## src/rtl/mux_shift.sv

```systemverilog
module mux_shift #(
  parameter int W  = 16,
  parameter int AW = 6
) (
  input  logic [W-1:0]  din,
  input  logic [AW-1:0] amt,
  input  logic [1:0]    mode,
  output logic [W-1:0]  dout
);
  localparam int SB = (W > 1) ? $clog2(W) : 1;
  localparam int P  = 1 << SB;
  localparam int EW = (AW > SB + 1) ? AW : SB + 1;

  function automatic int depth_of(input int idx);
    int d = 0;
    int n = idx + 1;
    while (n > 1) begin
      n = n >> 1;
      d++;
    end
    return d;
  endfunction

  logic [EW-1:0] amt_x;
  logic          sgn, is_ari, in_range;
  logic [W-1:0]  fill;
  logic [W-1:0]  node [2*P-1];

  assign amt_x    = EW'(amt);
  assign sgn      = din[W-1];
  assign is_ari   = (mode == 2'b10);
  assign fill     = is_ari ? {W{sgn}} : '0;
  assign in_range = amt_x < (is_ari ? EW'(W - 1) : EW'(W));

  for (genvar j = 0; j < P; j++) begin : g_leaf
    if (j == 0) begin : g_zero
      assign node[P-1] = din;
    end else if (j < W - 1) begin : g_all
      logic [W-1:0] lft, rlg, rar;
      assign lft = {din[W-1-j:0], {j{1'b0}}};
      assign rlg = {{j{1'b0}}, din[W-1:j]};
      assign rar = {{(j+1){sgn}}, din[W-2:j]};
      assign node[P-1+j] = (mode == 2'b00) ? lft : (is_ari ? rar : rlg);
    end else if (j == W - 1) begin : g_top
      logic [W-1:0] lft, rlg;
      assign lft = {din[0], {j{1'b0}}};
      assign rlg = {{j{1'b0}}, din[W-1]};
      assign node[P-1+j] = (mode == 2'b00) ? lft : (is_ari ? fill : rlg);
    end else begin : g_pad
      assign node[P-1+j] = fill;
    end
  end

  for (genvar i = 0; i < P - 1; i++) begin : g_tree
    localparam int D = depth_of(i);
    assign node[i] = amt_x[SB-1-D] ? node[2*i+2] : node[2*i+1];
  end

  assign dout = in_range ? node[0] : fill;
endmodule

```

## config.mk

```make
export PLATFORM = sky130hd
export DESIGN_NAME = mux_shift
export DESIGN_NICKNAME = d
export VERILOG_FILES = /design/src/rtl/mux_shift.sv
export SDC_FILE = /design/constraint.sdc
export NUM_CORES = 1
export LEC_CHECK = 0
export ABC_AREA = 1
export CELL_PAD_IN_SITES_DETAIL_PLACEMENT = 0
export CELL_PAD_IN_SITES_GLOBAL_PLACEMENT = 1
export CORE_UTILIZATION = 43
export DETAILED_ROUTE_END_ITERATION = 12
export DONT_BUFFER_PORTS = 1
export MAX_ROUTING_LAYER = met4
export PLACE_DENSITY_LB_ADDON = 0.1
export SLEW_MARGIN = 20
export SYNTH_ARGS = -nofsm -noshare
export SYNTH_HDL_FRONTEND = slang
export SYNTH_SLANG_ARGS = --single-unit
export TNS_END_PERCENT = 10
```

## constraint.sdc

```tcl
create_clock -name vclk -period 3
set_input_delay 0.6 -clock vclk [all_inputs]
set_output_delay 0.6 -clock vclk [all_outputs]
set_load 0.02 [all_outputs]
```

=== Word-level counts from Yosys, hierarchy flattened ===
Cells that the tools add are included.

* Logic and storage cells: 51
* Output and inout port bits: 16
* Bits in registers: 0
* Input bits: 24

* Reduce and logical (&&, ||, !) cells: 1
* $lt $le $gt $ge: 1
* Muxes and demuxes: 48
* Equal/unequal tests: 1

{| class="wikitable"
|+ Operators by type and width
! cell !! number
|-
| 16-bit two-way mux || 47
|-
| 6-bit by 5-bit less-than comparator with 1-bit output || 1
|-
| 5-bit two-way mux || 1
|-
| 2-bit == test, second input constant || 1
|-
| 2-bit zero test || 1
|}

=== Longest topological paths before layout ===
Gate-level depths: netlist of run 1.

* Depth in word-level cells: 9
* Mapped depth: 12
* Depth with buffers taken out: 11

=== Worst setup path after synthesis of run 1 ===
OpenSTA, ideal clock, no wires.

* Kind: input-to-output
* Start point: input mode[0]
* End point: output dout[0]
* Buffers on the path: 1
* Arrival: 1968 ps
* Required time: 2400 ps
* Cell stages on the path: 10
* Slack: 432 ps
* Cell sequence: inv_2 -> nand2_2 -> ha_1 -> a21o_1 -> nand3_1 -> nand2_1 -> nor2_4 -> buf_4 -> nand3_1 -> nand2_1

* Longest elaborated chain between the ends: 9
* Elaborated cells on any way between the ends: 37
* Those cells by class: 1 x order compare; 1 x eq/ne; 34 x mux; 1 x reduce/logical

{| class="wikitable"
|+ Ends and longest elaborated chain
! element !! RTL line !! RTL
|-
| start: declaration || 7 || <nowiki>input logic [1:0] mode,</nowiki>
|-
| 2-bit == test || 31 || <nowiki>assign is_ari = (mode == 2'b10);</nowiki>
|-
| 16-bit two-way mux || 32 || <nowiki>assign fill = is_ari ? {W{sgn}} : '0;</nowiki>
|-
| 16-bit two-way mux (2 in a row) || 48 || <nowiki>assign node[P-1+j] = (mode == 2'b00) ? lft : (is_ari ? fill : rlg);</nowiki>
|-
| 16-bit two-way mux (4 in a row) || 56 || <nowiki>assign node[i] = amt_x[SB-1-D] ? node[2*i+2] : node[2*i+1];</nowiki>
|-
| 16-bit two-way mux (*) || 59 || <nowiki>assign dout = in_range ? node[0] : fill;</nowiki>
|-
| end: declaration || 8 || <nowiki>output logic [W-1:0] dout</nowiki>
|}

Every way passes the cells marked *; elsewhere a longest branch is shown, timed or not.

=== Final worst setup path of run 1 ===
* Start point: input amt[0]
* End point: output dout[2]

* Longest elaborated chain between the ends: 5
* Elaborated cells on any way between the ends: 17
* Those cells by class: 1 x order compare; 16 x mux

{| class="wikitable"
|+ Ends and longest elaborated chain
! element !! RTL line !! RTL
|-
| start: declaration || 6 || <nowiki>input logic [AW-1:0] amt,</nowiki>
|-
| parallel branches: the longest is 4 deep, another holds 6-bit by 5-bit less-than comparator with 1-bit output || -- ||
|-
| 16-bit two-way mux (*) || 59 ||
|}

Mark *: on every way between the ends.

==> results of run 1 <==
layout by cell type, fill, tap and decap left out, types with 7 or more instances in the layout:
| cell type | Yosys | layout |
|---|---|---|
| o211ai_1 | 7 | 7 |
| buf_4 | 5 | 11 |
| nand3_1 | 98 | 98 |
| o21ai_0 | 23 | 23 |
| a21oi_1 | 11 | 11 |
| nand2_1 | 167 | 167 |
| inv_1 | 29 | 29 |
| nor2_1 | 28 | 28 |
stage by stage:
stage / hold WS (ns) / instances / cell area, um2 / util, % / total power, W
5_1_grt: 1.483 / 451 / 1901 / 46.18 / 0.0003611
6_report: 1.444 / 451 / 1901 / 46.18 / 0.0003171
4_1_cts: 1.446 / 448 / 1878 / 45.64 / 0.0003106
2_1_floorplan: 1.440 / 415 / 1886 / - / 0.0002697
3_5_place_dp: 1.444 / 448 / 1878 / 45.64 / 0.0003096
3_3_place_gp: 1.444 / 448 / 1878 / 45.64 / 0.0003100
critical path: stages:
cell	delay, ns
inv_4	0.06
nor2_1	0.59
nand2_1	0.15
o21ai_0	0.14
o21ai_0	0.11
o21ai_0	0.28
nand2_1	0.09
nand3_1	0.19
cells by family after synthesis:
family,synth area share [%]
xor gates and xnor gates,0.8629
adders and majority gates,1.991
buffers and inverters,13.60
AOI/OAI and AO/OA,13.47
and+or+nand+nor,70.07
power by group:
group / internal, W / switching [W]
Clock: 0 / 0
Sequential: 0 / 0
Combinational: 0.000103 / 0.000214
per-layer routing:
layer  track usage (%)  part of all wire [%]
met1             37.79                    43
met2             54.53                    47
met3             4.333                   7.1
met4             10.16                   2.9
met5                 -                     0
cell type report:
cell class	instances	share of cell area, %
repair buffers	11	4.345
multi-input cells	357	85.71
inverters	33	6.649
well taps	50	3.292
worst paths after layout:
| kind | from | endpoint | slack [ns] | depth (start not counted) |
|---|---|---|---|---|
| setup / recovery | amt[0] | dout[2] | 0.18 | 8 |
| hold / removal | amt[3] | dout[14] | 1.44 | 3 |
what timing repair did:
action	4_1_cts	5_1_grt
buffers inserted	0	3
hold buffers	0	0
setup endpoints to repair	0	1
==> results.py, run 1 <==
metrics = {
    "setup_path": {
        "worstSetupStartpointType": "primary input",
        "crit_type": "in -> out",
        "end_kind": "output port",
        "path_max_fanout": 28,
        "arrival_ns": 2.22,
        "cp.required_ns": 2.40,
    },
    "yosys": {
        "synth_area_leader_cell": "nand2_1",
        "synth_cell_types": 27,
        "synthMostInstantiatedCell": "nand2_1",
        "synth_commonest_cells": "167 x nand2_1, 98 x nand3_1, 29 x inv_1",
        "syn_area_per_cell_um2": 4.544,
        "synth_warnings": 0,
        "syn_area_mm2": 0.001886,
        "yosysTopAreaCellShare_pct": 33.24,
        "syn-num-nets": 442,
        "netlist_instances": 415,
        "synth_sequential_area_ratio_pct": 0,
        "synth_area_leaders": "nand2_1 33%, nand3_1 26%, o21ai_0 6.1%, inv_1 5.8%, nor2_1 5.6%",
    },
    "placed_design": {
        "gp_congestion": 0.9775,
        "place_hpwl_um": 5235,
        "place.port_buffers": 0,
        "dp_slack_ns": 0.1796,
    },
    "final_layout": {
        "seqCellArea_um2": 0,
        "seq_cells": 0,
        "diodes": 0,
        "drive_gt1_share_pct": 5.736,
        "fillers": 498,
        "final_nets": 430,
        "nClkBuffers": 0,
        "multi_input_area_mm2": 0.001629,
        "syn_to_final_growth_pct": 0.7962,
    },
    "floorplanning": {
        "start_util_pct": 45.82,
        "die_w_um": 68.22,
        "die_h_um": 68.22,
        "num_rows": 23,
        "pin_count": 40,
        "die_area_mm2": 0.004654,
        "core_mm2": 0.004115,
    },
    "timing": {
        "slew_headroom_pct": 50.80,
        "finalSetupViolCount": 0,
        "fin_setup_tns_ns": 0,
        "setup_slack_ns": 0.1837,
        "fmax_mhz": 355.1,
        "fin_crit_sh_pct": 93.88,
        "period_minus_slack_ns": 2.816,
        "report.final.slew_viol_count": 0,
        "rsz0062_at_grt": "no",
        "final-hold-violation-count": 0,
        "worst_pin_slew_ns": 0.7353,
    },
    "global_routing": {
        "grt_max_degree": 38,
        "first_global_vias": 2422,
        "grt_overflow": 0,
        "antenna_found_initial": 0,
        "grt_first_pass_wirelength_um": 10970,
        "grt_use_total_pct": 31.76,
    },
    "worst_hold_path": {
        "hp-class": "in -> out",
    },
    "cts": {
        "post_cts_resized": 0,
    },
    "power_and_ir_drop": {
        "powerDensity_mw_per_mm2": 166.9,
        "ir_drop_uv": 54.08,
        "leakagePower_nw": 1.092,
    },
    "flow_run": {
        "cap_violations": 0,
    },
    "drt": {
        "routed_wl_um": 6714,
        "wl_per_cell_um": 14.89,
        "num_vias": 2628,
        "dr.pass1.iters": 5,
        "drtIter0Drc": 228,
        "ant_nets": 0,
        "drc": 0,
        "avgViaCountPerCell": 5.827,
    },
    "outcome": {
        "status": "finished clean",
    },
}
(Power assumes the default switching activity.)
==> inputs of run 2 (changes only) <==
Settings changed: CAP_MARGIN set to 20.
==> results of run 2 <==
The final DEF is identical to that of run 1; final timing and power are the same.
==> inputs of run 3 (changes only) <==
Settings changed: GPL_TIMING_DRIVEN set to 0.
==> run 3 against run 2 <==
Effect of this change:
- sequential share of layout area is the same
- die area is the same
- non-clock buffer count grew 14
- design area grew 2.6%
- core utilization grew 1.2 points
- via count grew 7.5%
- maximum frequency shrank 1.2%
- flip-flop and latch count is the same
- setup slack lost 0.035 ns
- global-route usage grew 6.4 points
- hold slack gained 0.070 ns
- critical path type unchanged
- highest routed layer unchanged
==> results.py, run 3 (same netlist as run 1, synthesis figures left out) <==
metrics = {
    "placed_design": {
        "dpl_cell_area_mm2": 0.001948,
        "place_hpwl_um": 6266,
        "place.port_buffers": 0,
        "gp_congestion": 1.099,
    },
    "global_routing": {
        "grt_first_pass_wirelength_um": 12740,
        "grt_use_total_pct": 38.20,
        "grt_overflow": 0,
        "grt_max_degree": 11,
        "first_global_vias": 2531,
        "antenna_found_initial": 0,
    },
    "cts": {
        "ctsHoldBuffers": 0,
        "post_cts_resized": 0,
        "cts_setup_buffers": 0,
    },
    "timing": {
        "final-hold-violation-count": 0,
        "fin_setup_tns_ns": 0,
        "worst_pin_slew_ns": 0.6235,
        "rsz0062_at_grt": "no",
        "report.final.slew_viol_count": 0,
        "fin_crit_sh_pct": 95.04,
        "finalSetupViolCount": 0,
        "period_minus_slack_ns": 2.851,
        "fmax_mhz": 350.7,
        "slew_headroom_pct": 58.43,
    },
    "final_layout": {
        "mostFrequentLayoutCells": "167 x nand2_1, 98 x nand3_1, 29 x inv_1",
        "seq_cells": 0,
        "layout_commonest_cell": "nand2_1",
        "fin_area_mm2": 0.001949,
        "final_nets": 444,
        "drive_gt1_share_pct": 6.506,
        "syn_to_final_growth_pct": 3.384,
        "diodes": 0,
        "seqCellArea_um2": 0,
        "nClkBuffers": 0,
    },
    "outcome": {
        "status": "finished clean",
    },
    "drt": {
        "drtIter0Drc": 366,
        "dr.pass1.iters": 6,
        "avgViaCountPerCell": 6.077,
        "wl_per_cell_um": 17.16,
        "num_vias": 2826,
        "ant_nets": 0,
        "drc": 0,
        "routed_wl_um": 7979,
    },
    "floorplanning": {
        "die_area_mm2": 0.004654,
        "pin_count": 40,
        "die_h_um": 68.22,
        "start_util_pct": 45.82,
        "die_w_um": 68.22,
        "num_rows": 23,
        "core_mm2": 0.004115,
    },
    "setup_path": {
        "worstSetupStartpointType": "primary input",
        "end_kind": "output port",
        "path_max_fanout": 5,
        "arrival_ns": 2.25,
        "cp.required_ns": 2.40,
        "crit_type": "in -> out",
    },
    "power_and_ir_drop": {
        "seq_power_share_pct": 0,
        "leakagePower_nw": 1.115,
        "pwr-share-clk_pct": 0,
        "comb_power_share_pct": 100.0,
        "ir_drop_uv": 74.29,
        "powerDensity_mw_per_mm2": 181.1,
        "swShare_pct": 70.93,
        "switching_power_w": 0.0002505,
        "intPower_w": 0.0001026,
    },
    "worst_hold_path": {
        "hp-class": "in -> out",
        "min_path_cells": 3,
    },
    "flow_run": {
        "cap_violations": 0,
    },
}
run 3: cell count changes in the layout (fill, tap and decap cells not counted), sizes merged:
cell,previous run,this run
clkbuf,0,8
buf,11,17
run 3: final timing paths:
| check | from | endpoint | slack (ns) |
|---|---|---|---|
| max | mode[0] | dout[9] | 0.15 |
| min | amt[3] | dout[9] | 1.51 |
run 3: through the flow:
| stage | cells | hold WS [ns] | utilization (%) | total power, W | setup slack (ns) |
|---|---|---|---|---|---|
| detailed placement | 465 | 1.513 | 47.34 | 0.0003433 | 0.1666 |
| floorplan | 415 | 1.440 | - | 0.0002697 | 0.4319 |
| global route | 465 | 1.534 | 47.37 | 0.0003958 | 0.04882 |
| CTS | 465 | 1.512 | 47.34 | 0.0003445 | 0.1636 |
| finish | 465 | 1.514 | 47.37 | 0.0003531 | 0.1488 |
| global placement | 465 | 1.506 | 47.34 | 0.0003447 | 0.2011 |
run 3: area by class of cell:
class                      count  area, um2
buffer                        25      131.4
inverter                      33      126.4
multi-input combinational    357       1629
tap                           50      62.56
fill                         516       2166
run 3: critical path: stages:
cell and delay, ns:
inv_2 0.06, nand2_2 0.10, ha_1 0.31, a21o_1 0.16, nand3_1 0.07, nand2_1 0.11, nor3_1 0.50, nand3_1 0.13
nand2_1 0.21
run 3: per-layer routing:
layer	global-route usage, %	wire [um]
met5	-	0
met4	17.71	311
met1	49.80	3317
met3	6.833	917
met2	56.37	3433
run 3: power by group through the flow:
stage,sequential (W),clock (W),combinational [W]
after floorplan,0,0,0.000270
after global placement,0,0,0.000345
after detailed placement,0,0,0.000343
final,0,0,0.000353
after CTS,0,0,0.000345
after global routing,0,0,0.000396
